<file path="config.mk">
export PLATFORM = sky130hd
export DESIGN_NAME = coh_dir_home
export DESIGN_NICKNAME = d
export VERILOG_FILES = /design/src/rtl/coh_dir_pkg.sv /design/src/rtl/coh_dir_store.sv /design/src/rtl/coh_dir_pick.sv /design/src/rtl/coh_dir_home.sv
export SDC_FILE = /design/constraint.sdc
export NUM_CORES = 1
export LEC_CHECK = 0
export BUFFER_PORTS_ARGS = -buffer_cell sky130_fd_sc_hd__buf_4
export CAP_MARGIN = 15
export CORE_ASPECT_RATIO = 2
export CORE_MARGIN = 4
export CORE_UTILIZATION = 45
export DETAILED_ROUTE_END_ITERATION = 6
export PLACE_DENSITY = 0.69
export SLEW_MARGIN = 20
export SYNTH_ARGS = -nofsm -noshare
export SYNTH_HDL_FRONTEND = slang
export SYNTH_HIERARCHICAL = 1
export SYNTH_SLANG_ARGS = --single-unit
</file>
<file path="constraint.sdc">
create_clock -name clk -period 10.2 [get_ports clk]
set_input_delay 0.51 -clock clk [delete_from_list [all_inputs] [get_ports clk]]
set_output_delay 0.51 -clock clk [all_outputs]
set_load 0.005 [all_outputs]
</file>
<file path="src/rtl/coh_dir_pkg.sv">
package coh_dir_pkg;

    typedef enum logic [1:0] {
        DS_UNC = 2'd0,
        DS_SHR = 2'd1,
        DS_EXC = 2'd2
    } dstate_e;

    typedef enum logic [1:0] {
        RQ_RD  = 2'd0,
        RQ_WR  = 2'd1,
        RQ_WB  = 2'd2,
        RQ_NOP = 2'd3
    } rkind_e;

    typedef enum logic [1:0] {
        MG_DATA      = 2'd0,
        MG_INV       = 2'd1,
        MG_FETCH     = 2'd2,
        MG_FETCH_INV = 2'd3
    } mkind_e;

    typedef enum logic [2:0] {
        ST_IDLE,
        ST_DISPATCH,
        ST_INVAL,
        ST_FETCH_SEND,
        ST_FETCH_WAIT,
        ST_REPLY
    } fsm_e;

endpackage

</file>
<file path="src/rtl/coh_dir_store.sv">
module coh_dir_store
    import coh_dir_pkg::*;
#(
    parameter int NODES  = 4,
    parameter int BLOCKS = 8,
    parameter int DATA_W = 32,
    localparam int NID_W  = $clog2(NODES),
    localparam int ADDR_W = $clog2(BLOCKS)
) (
    input  logic              clk,
    input  logic              rst_n,
    input  logic [ADDR_W-1:0] addr,
    output dstate_e           rd_state,
    output logic [NODES-1:0]  rd_sharers,
    output logic [NID_W-1:0]  rd_owner,
    output logic [DATA_W-1:0] rd_data,
    input  logic              dir_we,
    input  dstate_e           dir_state,
    input  logic [NODES-1:0]  dir_sharers,
    input  logic [NID_W-1:0]  dir_owner,
    input  logic              mem_we,
    input  logic [DATA_W-1:0] mem_wdata
);

    dstate_e           st_q  [BLOCKS];
    logic [NODES-1:0]  sh_q  [BLOCKS];
    logic [NID_W-1:0]  ow_q  [BLOCKS];
    logic [DATA_W-1:0] mem_q [BLOCKS];

    always_ff @(posedge clk) begin
        if (!rst_n) begin
            for (int b = 0; b < BLOCKS; b++) begin
                st_q[b]  <= DS_UNC;
                sh_q[b]  <= '0;
                ow_q[b]  <= '0;
                mem_q[b] <= '0;
            end
        end else begin
            if (dir_we) begin
                st_q[addr] <= dir_state;
                sh_q[addr] <= dir_sharers;
                ow_q[addr] <= dir_owner;
            end
            if (mem_we) begin
                mem_q[addr] <= mem_wdata;
            end
        end
    end

    assign rd_state   = st_q[addr];
    assign rd_sharers = sh_q[addr];
    assign rd_owner   = ow_q[addr];
    assign rd_data    = mem_q[addr];

    // an exclusive entry has exactly one sharer bit, the owner's
    a_r3_excl_single_owner: assert property (@(posedge clk) disable iff (!rst_n)
        (rd_state == DS_EXC) |-> ($countones(rd_sharers) == 1 && rd_sharers[rd_owner]));

    // an uncached entry has no sharers
    a_r8_uncached_empty: assert property (@(posedge clk) disable iff (!rst_n)
        (rd_state == DS_UNC) |-> (rd_sharers == '0));

    // a shared entry has at least one sharer
    a_r4_shared_nonempty: assert property (@(posedge clk) disable iff (!rst_n)
        (rd_state == DS_SHR) |-> ($countones(rd_sharers) >= 1));

endmodule

</file>
<file path="src/rtl/coh_dir_pick.sv">
module coh_dir_pick #(
    parameter int NODES = 4,
    localparam int NID_W = $clog2(NODES)
) (
    input  logic             clk,
    input  logic             rst_n,
    input  logic [NODES-1:0] pending,
    output logic [NODES-1:0] grant,
    output logic [NID_W-1:0] grant_idx
);

    logic found;

    always_comb begin
        grant     = '0;
        grant_idx = '0;
        found     = 1'b0;
        for (int i = 0; i < NODES; i++) begin
            if (pending[i] && !found) begin
                grant[i]  = 1'b1;
                grant_idx = NID_W'(i);
                found     = 1'b1;
            end
        end
    end

    // exactly one pending destination is served at a time
    a_r5_one_dest: assert property (@(posedge clk) disable iff (!rst_n)
        (pending != '0) |-> ($countones(grant) == 1 && (grant & pending) != '0));

    // lowest pending node goes first
    a_r5_lowest_first: assert property (@(posedge clk) disable iff (!rst_n)
        (pending != '0) |-> ((pending & (grant - NODES'(1))) == '0));

endmodule

</file>
<file path="src/rtl/coh_dir_home.sv">
module coh_dir_home
    import coh_dir_pkg::*;
#(
    parameter int NODES  = 4,
    parameter int BLOCKS = 8,
    parameter int DATA_W = 32,
    localparam int NID_W  = $clog2(NODES),
    localparam int ADDR_W = $clog2(BLOCKS)
) (
    input  logic              clk,
    input  logic              rst_n,
    input  logic              req_valid,
    output logic              req_ready,
    input  logic [1:0]        req_kind,
    input  logic [NID_W-1:0]  req_node,
    input  logic [ADDR_W-1:0] req_addr,
    input  logic [DATA_W-1:0] req_wdata,
    input  logic              rsp_valid,
    input  logic [DATA_W-1:0] rsp_data,
    output logic              msg_valid,
    output logic [1:0]        msg_kind,
    output logic [NID_W-1:0]  msg_dest,
    output logic [ADDR_W-1:0] msg_addr,
    output logic [DATA_W-1:0] msg_data
);

    localparam logic [NODES-1:0] ONE_BIT = NODES'(1);

    fsm_e              st_q, st_d;
    rkind_e            r_kind;
    logic [NID_W-1:0]  r_node;
    logic [ADDR_W-1:0] r_addr;
    logic [DATA_W-1:0] r_wdata;
    logic [NODES-1:0]  pend_q;

    dstate_e           ent_st;
    logic [NODES-1:0]  ent_sh;
    logic [NID_W-1:0]  ent_ow;
    logic [DATA_W-1:0] ent_data;

    logic              dir_we;
    dstate_e           dir_st;
    logic [NODES-1:0]  dir_sh;
    logic [NID_W-1:0]  dir_ow;
    logic              mem_we;
    logic [DATA_W-1:0] mem_wd;

    logic [NODES-1:0]  req_bit;
    logic [NODES-1:0]  own_bit;
    logic [NODES-1:0]  inv_mask;
    logic [NODES-1:0]  grant;
    logic [NID_W-1:0]  pick_idx;
    logic              wb_hit;

    coh_dir_store #(
        .NODES  (NODES),
        .BLOCKS (BLOCKS),
        .DATA_W (DATA_W)
    ) u_store (
        .clk         (clk),
        .rst_n       (rst_n),
        .addr        (r_addr),
        .rd_state    (ent_st),
        .rd_sharers  (ent_sh),
        .rd_owner    (ent_ow),
        .rd_data     (ent_data),
        .dir_we      (dir_we),
        .dir_state   (dir_st),
        .dir_sharers (dir_sh),
        .dir_owner   (dir_ow),
        .mem_we      (mem_we),
        .mem_wdata   (mem_wd)
    );

    coh_dir_pick #(
        .NODES (NODES)
    ) u_pick (
        .clk       (clk),
        .rst_n     (rst_n),
        .pending   (pend_q),
        .grant     (grant),
        .grant_idx (pick_idx)
    );

    assign req_bit  = ONE_BIT << r_node;
    assign own_bit  = ONE_BIT << ent_ow;
    assign inv_mask = ent_sh & ~req_bit;
    assign wb_hit   = (r_kind == RQ_WB) && (ent_st == DS_EXC) && (ent_ow == r_node);
    assign msg_addr = r_addr;

    // state register
    always_ff @(posedge clk) begin
        if (!rst_n) begin
            st_q <= ST_IDLE;
        end else begin
            st_q <= st_d;
        end
    end

    // captured request and pending invalidate vector
    always_ff @(posedge clk) begin
        if (!rst_n) begin
            r_kind  <= RQ_RD;
            r_node  <= '0;
            r_addr  <= '0;
            r_wdata <= '0;
            pend_q  <= '0;
        end else begin
            if (st_q == ST_IDLE && req_valid) begin
                r_kind  <= rkind_e'(req_kind);
                r_node  <= req_node;
                r_addr  <= req_addr;
                r_wdata <= req_wdata;
            end
            if (st_q == ST_DISPATCH) begin
                pend_q <= (r_kind == RQ_WR && ent_st == DS_SHR) ? inv_mask : '0;
            end else if (st_q == ST_INVAL) begin
                pend_q <= pend_q & ~grant;
            end
        end
    end

    // next state
    always_comb begin
        st_d = st_q;
        unique case (st_q)
            ST_IDLE: begin
                if (req_valid) st_d = ST_DISPATCH;
            end
            ST_DISPATCH: begin
                unique case (r_kind)
                    RQ_RD: st_d = (ent_st == DS_EXC) ? ST_FETCH_SEND : ST_REPLY;
                    RQ_WR: begin
                        if (ent_st == DS_EXC)                         st_d = ST_FETCH_SEND;
                        else if (ent_st == DS_SHR && inv_mask != '0)  st_d = ST_INVAL;
                        else                                          st_d = ST_REPLY;
                    end
                    default: st_d = ST_IDLE;
                endcase
            end
            ST_INVAL: begin
                if ((pend_q & ~grant) == '0) st_d = ST_REPLY;
            end
            ST_FETCH_SEND: st_d = ST_FETCH_WAIT;
            ST_FETCH_WAIT: begin
                if (rsp_valid) st_d = ST_REPLY;
            end
            ST_REPLY: st_d = ST_IDLE;
            default:  st_d = ST_IDLE;
        endcase
    end

    // outputs and directory/memory writes
    always_comb begin
        req_ready = 1'b0;
        msg_valid = 1'b0;
        msg_kind  = MG_DATA;
        msg_dest  = r_node;
        msg_data  = '0;
        dir_we    = 1'b0;
        dir_st    = ent_st;
        dir_sh    = ent_sh;
        dir_ow    = ent_ow;
        mem_we    = 1'b0;
        mem_wd    = rsp_data;
        unique case (st_q)
            ST_IDLE: req_ready = 1'b1;
            ST_DISPATCH: begin
                if (wb_hit) begin
                    mem_we = 1'b1;
                    mem_wd = r_wdata;
                    dir_we = 1'b1;
                    dir_st = DS_UNC;
                    dir_sh = '0;
                    dir_ow = '0;
                end
            end
            ST_INVAL: begin
                msg_valid = 1'b1;
                msg_kind  = MG_INV;
                msg_dest  = pick_idx;
            end
            ST_FETCH_SEND: begin
                msg_valid = 1'b1;
                msg_kind  = (r_kind == RQ_RD) ? MG_FETCH : MG_FETCH_INV;
                msg_dest  = ent_ow;
            end
            ST_FETCH_WAIT: begin
                mem_we = rsp_valid;
            end
            ST_REPLY: begin
                msg_valid = 1'b1;
                msg_kind  = MG_DATA;
                msg_data  = ent_data;
                dir_we    = 1'b1;
                if (r_kind == RQ_RD) begin
                    dir_st = DS_SHR;
                    unique case (ent_st)
                        DS_EXC:  dir_sh = own_bit | req_bit;
                        DS_SHR:  dir_sh = ent_sh | req_bit;
                        default: dir_sh = req_bit;
                    endcase
                end else begin
                    dir_st = DS_EXC;
                    dir_sh = req_bit;
                    dir_ow = r_node;
                end
            end
            default: ;
        endcase
    end

    // the requester never receives an invalidate for its own miss
    a_r5_inv_not_requester: assert property (@(posedge clk) disable iff (!rst_n)
        (msg_valid && msg_kind == MG_INV) |-> (msg_dest != r_node));

    // no second request is taken while one is in progress
    a_r10_busy_after_accept: assert property (@(posedge clk) disable iff (!rst_n)
        (req_valid && req_ready) |=> !req_ready);

    // the data reply finishes the request
    a_r10_reply_then_idle: assert property (@(posedge clk) disable iff (!rst_n)
        (msg_valid && msg_kind == MG_DATA) |=> req_ready);

    // the controller keeps waiting until the owner answers
    a_r6_hold_for_owner: assert property (@(posedge clk) disable iff (!rst_n)
        (st_q == ST_FETCH_WAIT && !rsp_valid) |=> (st_q == ST_FETCH_WAIT && !msg_valid));

    // a write-back never produces a message in the following cycle
    a_r8_wb_silent: assert property (@(posedge clk) disable iff (!rst_n)
        (st_q == ST_DISPATCH && r_kind == RQ_WB) |=> (!msg_valid && req_ready));

endmodule

</file>
==> impl_metrics.csv <==
group,metric,value,unit
synth,async_reset_ff_frac,0,
sta,setup_violations,0,
clock_network,clock-sinks,366,
worst_setup_path,cp-end-kind,"flip-flop",
cells_and_area,fill_cells,3269,
routing,routedWlPerCell,22.8,um
min_path,hold_path_class,"input pin to flip-flop",
cells_and_area,final_util,0.519,
synth,synth-main-ff-cell,"edfxtp_1",
worst_setup_path,r2r-start,"msg_addr[1]$_SDFFE_PN0P_",
die,start_util,0.456,
synth,synth_top_area_cell,"edfxtp_1",
cells_and_area,register_area,10500,um2
cells_and_area,nets,1420,
sta,fmaxAchievable,176,MHz
status,outcome,"finished clean",
worst_setup_path,reg2reg_to,"u_store/mem_q[0][5]$_SDFFCE_PN0P_",
synth,ys_ff_latch,366,
worst_setup_path,path_delay_family,"simple AND/OR/NAND/NOR gates",
die,rows,102,
worst_setup_path,slowest_stage,"nand2b_2",
placement,hpwl,26.9,mm
power,ir_worst_vdd,0.000140,V
routing,finalWirelength,43.1,mm
global_routing,grt_pass1_vias,11100,
routing,routed_via_density,5.48,
worst_setup_path,critPathKind,"flip-flop to flip-flop",
synth,syn_avg_cell_area,14.1,um2
sta,grt_setup_unrepaired,"no",
synth,synth_cell_type_count,56,
synth,synth_edf_count,320,
routing,drc,0,
clock_network,cts_max_level,2,
worst_setup_path,crit_fanout,48,
clock_network,post_cts_resized,0,
sta,fin_worst_skew,0.0203,ns
cells_and_area,final_cell_mix,"and2_1 (352), edfxtp_1 (320), nand2_1 (131)",
placement,portBuffers,115,
cells_and_area,area_delta_synth_final,13.7,%
synth,synthTopCellsByArea,"edfxtp_1 (54%), and2_1 (12%), mux4_1 (9.8%)",
sta,fin_crit_sh,0.556,
routing,postRouteAntennaNets,0,
worst_setup_path,crit_path_cell_trace,"buf_4, mux4_2, nand2_1, nand2_1, inv_1, ha_1, nand2_1, nor4_4, nand3b_4, nand2_1, nand3b_4, nor3_4, buf_4, nand2b_2",
min_path,hold_path.startpoint,"req_wdata[25]",
synth,synth_fp_nets,1333,
clock_network,cts_tree,"yes",
cells_and_area,multi_input_area,6870,um2
clock_network,clk_pin_slew,0.07,ns
cells_and_area,mostFrequentLayoutCell,"and2_1",
sta,finalHoldViolations,0,
clock_network,clock-root-buffer,"clkbuf_16",
die,core_area,38900,um2
global_routing,antenna_found_initial,0,
worst_setup_path,startpoint_type,"flip-flop",
worst_setup_path,crit_path_frequent_cell,"nand2_1",
cells_and_area,drive_gt1_frac,0.216,
worst_setup_path,worstPathArrival,5.81,ns
die,dieHeight,289,um
sta,maxSlewViolCount,0,
worst_setup_path,rrSetupSlack,4.53,ns
global_routing,track_usage,0.202,
cells_and_area,n_antenna_cell,0,
global_routing,grt_pass1_wl,65.0,mm
worst_setup_path,path_buf_inv,3,
die,io-pin-count,116,
synth,yosys_warnings,6,
routing,drt_iter0_drc,566,
synth,ys_seq_area_frac,0.593,
die,die_w,148,um
clock_network,cts_setup_buffers,0,
global_routing,grt_max_degree,70,
sta,tightest_slew,1.10,ns
job,maxCapViolCount,0,
worst_setup_path,cpPeakStageDelay,0.82,ns
die,die_area,42900,um2
sta,worst_hold_slack,0.239,ns
clock_network,cts_inserted_buffers,34,
placement,gp_routability_congestion,0.848,
clock_network,holdBufCountCts,0,
synth,postSynthCellCount,1256,
routing,drt_pass1_iterations,5,
power,total_leakage_power,7.76,nW
min_path,worstHoldEndpoint,"r_wdata[25]$_SDFFE_PN0P_",
clock_network,clockBufferDepth,3,
sta,final.setup.tns,0,ns
synth,syn_area,17800,um2
sta,max_slew_margin,0.263,
routing,vias,10300,
global_routing,grt-ovfl-total,0,
synth,synth_top_area_share,0.541,
worst_setup_path,critical_path_required,10.34,ns
worst_setup_path,r2r_cells,14,
clock_network,clock_latency,0.53,ns
min_path,hold_path_depth,3,
sta,period_needed,5.67,ns
power,p_per_area,166,nW/um2
==> registers in the layout (all words and copies together), names as in the netlist <==
signal	cells
u_store/mem_q	256
r_wdata	32
u_store/sh_q	32
u_store/ow_q	16
u_store/st_q	16
pend_q	4
msg_addr	3
st_q	3
r_kind	2
r_node	2
==> worst max-delay path by stage <==
stage / start / to / slack, ns / depth (start not counted)
after detailed placement: msg_addr[1]$_SDFFE_PN0P_ / u_store/mem_q[0][4]$_SDFFCE_PN0P_ / 4.52 / 14
after CTS: msg_addr[1]$_SDFFE_PN0P_ / u_store/mem_q[0][8]$_SDFFCE_PN0P_ / 4.50 / 14
final: msg_addr[1]$_SDFFE_PN0P_ / u_store/mem_q[0][5]$_SDFFCE_PN0P_ / 4.53 / 14
after floorplan: msg_addr[0]$_SDFFE_PN0P_ / u_store/mem_q[1][0]$_SDFFCE_PN0P_ / 4.78 / 13
after global placement: msg_addr[1]$_SDFFE_PN0P_ / u_store/mem_q[0][5]$_SDFFCE_PN0P_ / 4.61 / 14
after global routing: msg_addr[1]$_SDFFE_PN0P_ / u_store/mem_q[0][31]$_SDFFCE_PN0P_ / 4.14 / 14
==> area by class of cell <==
class,count,area share
clock buffers,39,0.0441
inverters,10,0.00186
multi-input cells,801,0.340
well taps,520,0.0322
clock inverters,21,0.0112
flip-flops and latches,366,0.522
repair buffers,130,0.0483
==> stage by stage <==
| step | cells | area, um2 | setup WS [ns] | total power, W |
|---|---|---|---|---|
| floorplan | 1256 | 17800 | 4.78 | 0.00197 |
| detailed placement | 1827 | 19100 | 4.52 | 0.00210 |
| CTS | 1887 | 20200 | 4.50 | 0.00339 |
| global route | 1887 | 20200 | 4.14 | 0.00348 |
| finish | 1887 | 20200 | 4.53 | 0.00336 |
| global placement | 1827 | 19100 | 4.61 | 0.00209 |
==> layer usage <==
layer / global-route usage / part of all wire
met4: 0.104 / 0.050
met2: 0.386 / 0.56
met1: 0.212 / 0.35
met5: 0 / 0
met3: 0.0266 / 0.041
==> cells in the mapped netlist, types with 3 or more instances <==
cell type	instances
a22o_1	5
nand2b_1	6
nor3_1	4
nor3_2	5
buf_2	18
dfxtp_1	46
o21a_1	3
nor2_1	22
buf_4	3
and2_1	353
mux4_1	66
nand3_1	7
clkbuf_2	6
nand2_1	132
mux2_2	31
nor2b_1	7
inv_1	10
a22oi_1	4
mux2i_1	3
a21boi_0	42
clkbuf_1	38
edfxtp_1	320
o21ai_0	23
mux2_4	27
mux4_2	13
a31o_2	3
buf_6	13
a21oi_1	7
==> where the power goes <==
| group | internal, W | leakage (nW) | switching [W] |
|---|---|---|---|
| sequential | 0.00168 | 3.68 | 0.0000362 |
| combinational | 0.000146 | 3.54 | 0.000195 |
| clock | 0.000735 | 0.537 | 0.000559 |
| total | 0.00257 | 7.76 | 0.000790 |
==> logic make-up after synthesis <==
group | after synthesis | share of synthesized area
simple gates | 559 | 0.181
fa+ha+maj | 2 | 0.00141
compound gates | 98 | 0.0380
mux | 140 | 0.158
buf+inv | 89 | 0.0275
xor+xnor | 2 | 0.000986
flops | 366 | 0.593
==> worst register-to-register path: cells and delay by family (launching register included) <==
family | cells | cell delay [ns]
simple gates | 9 | 3.00
buf+inv | 3 | 1.09
flops | 1 | 0.53
mux | 1 | 0.45
fa+ha+maj | 1 | 0.20
No activity file was read; power rests on OpenSTA's default activity.
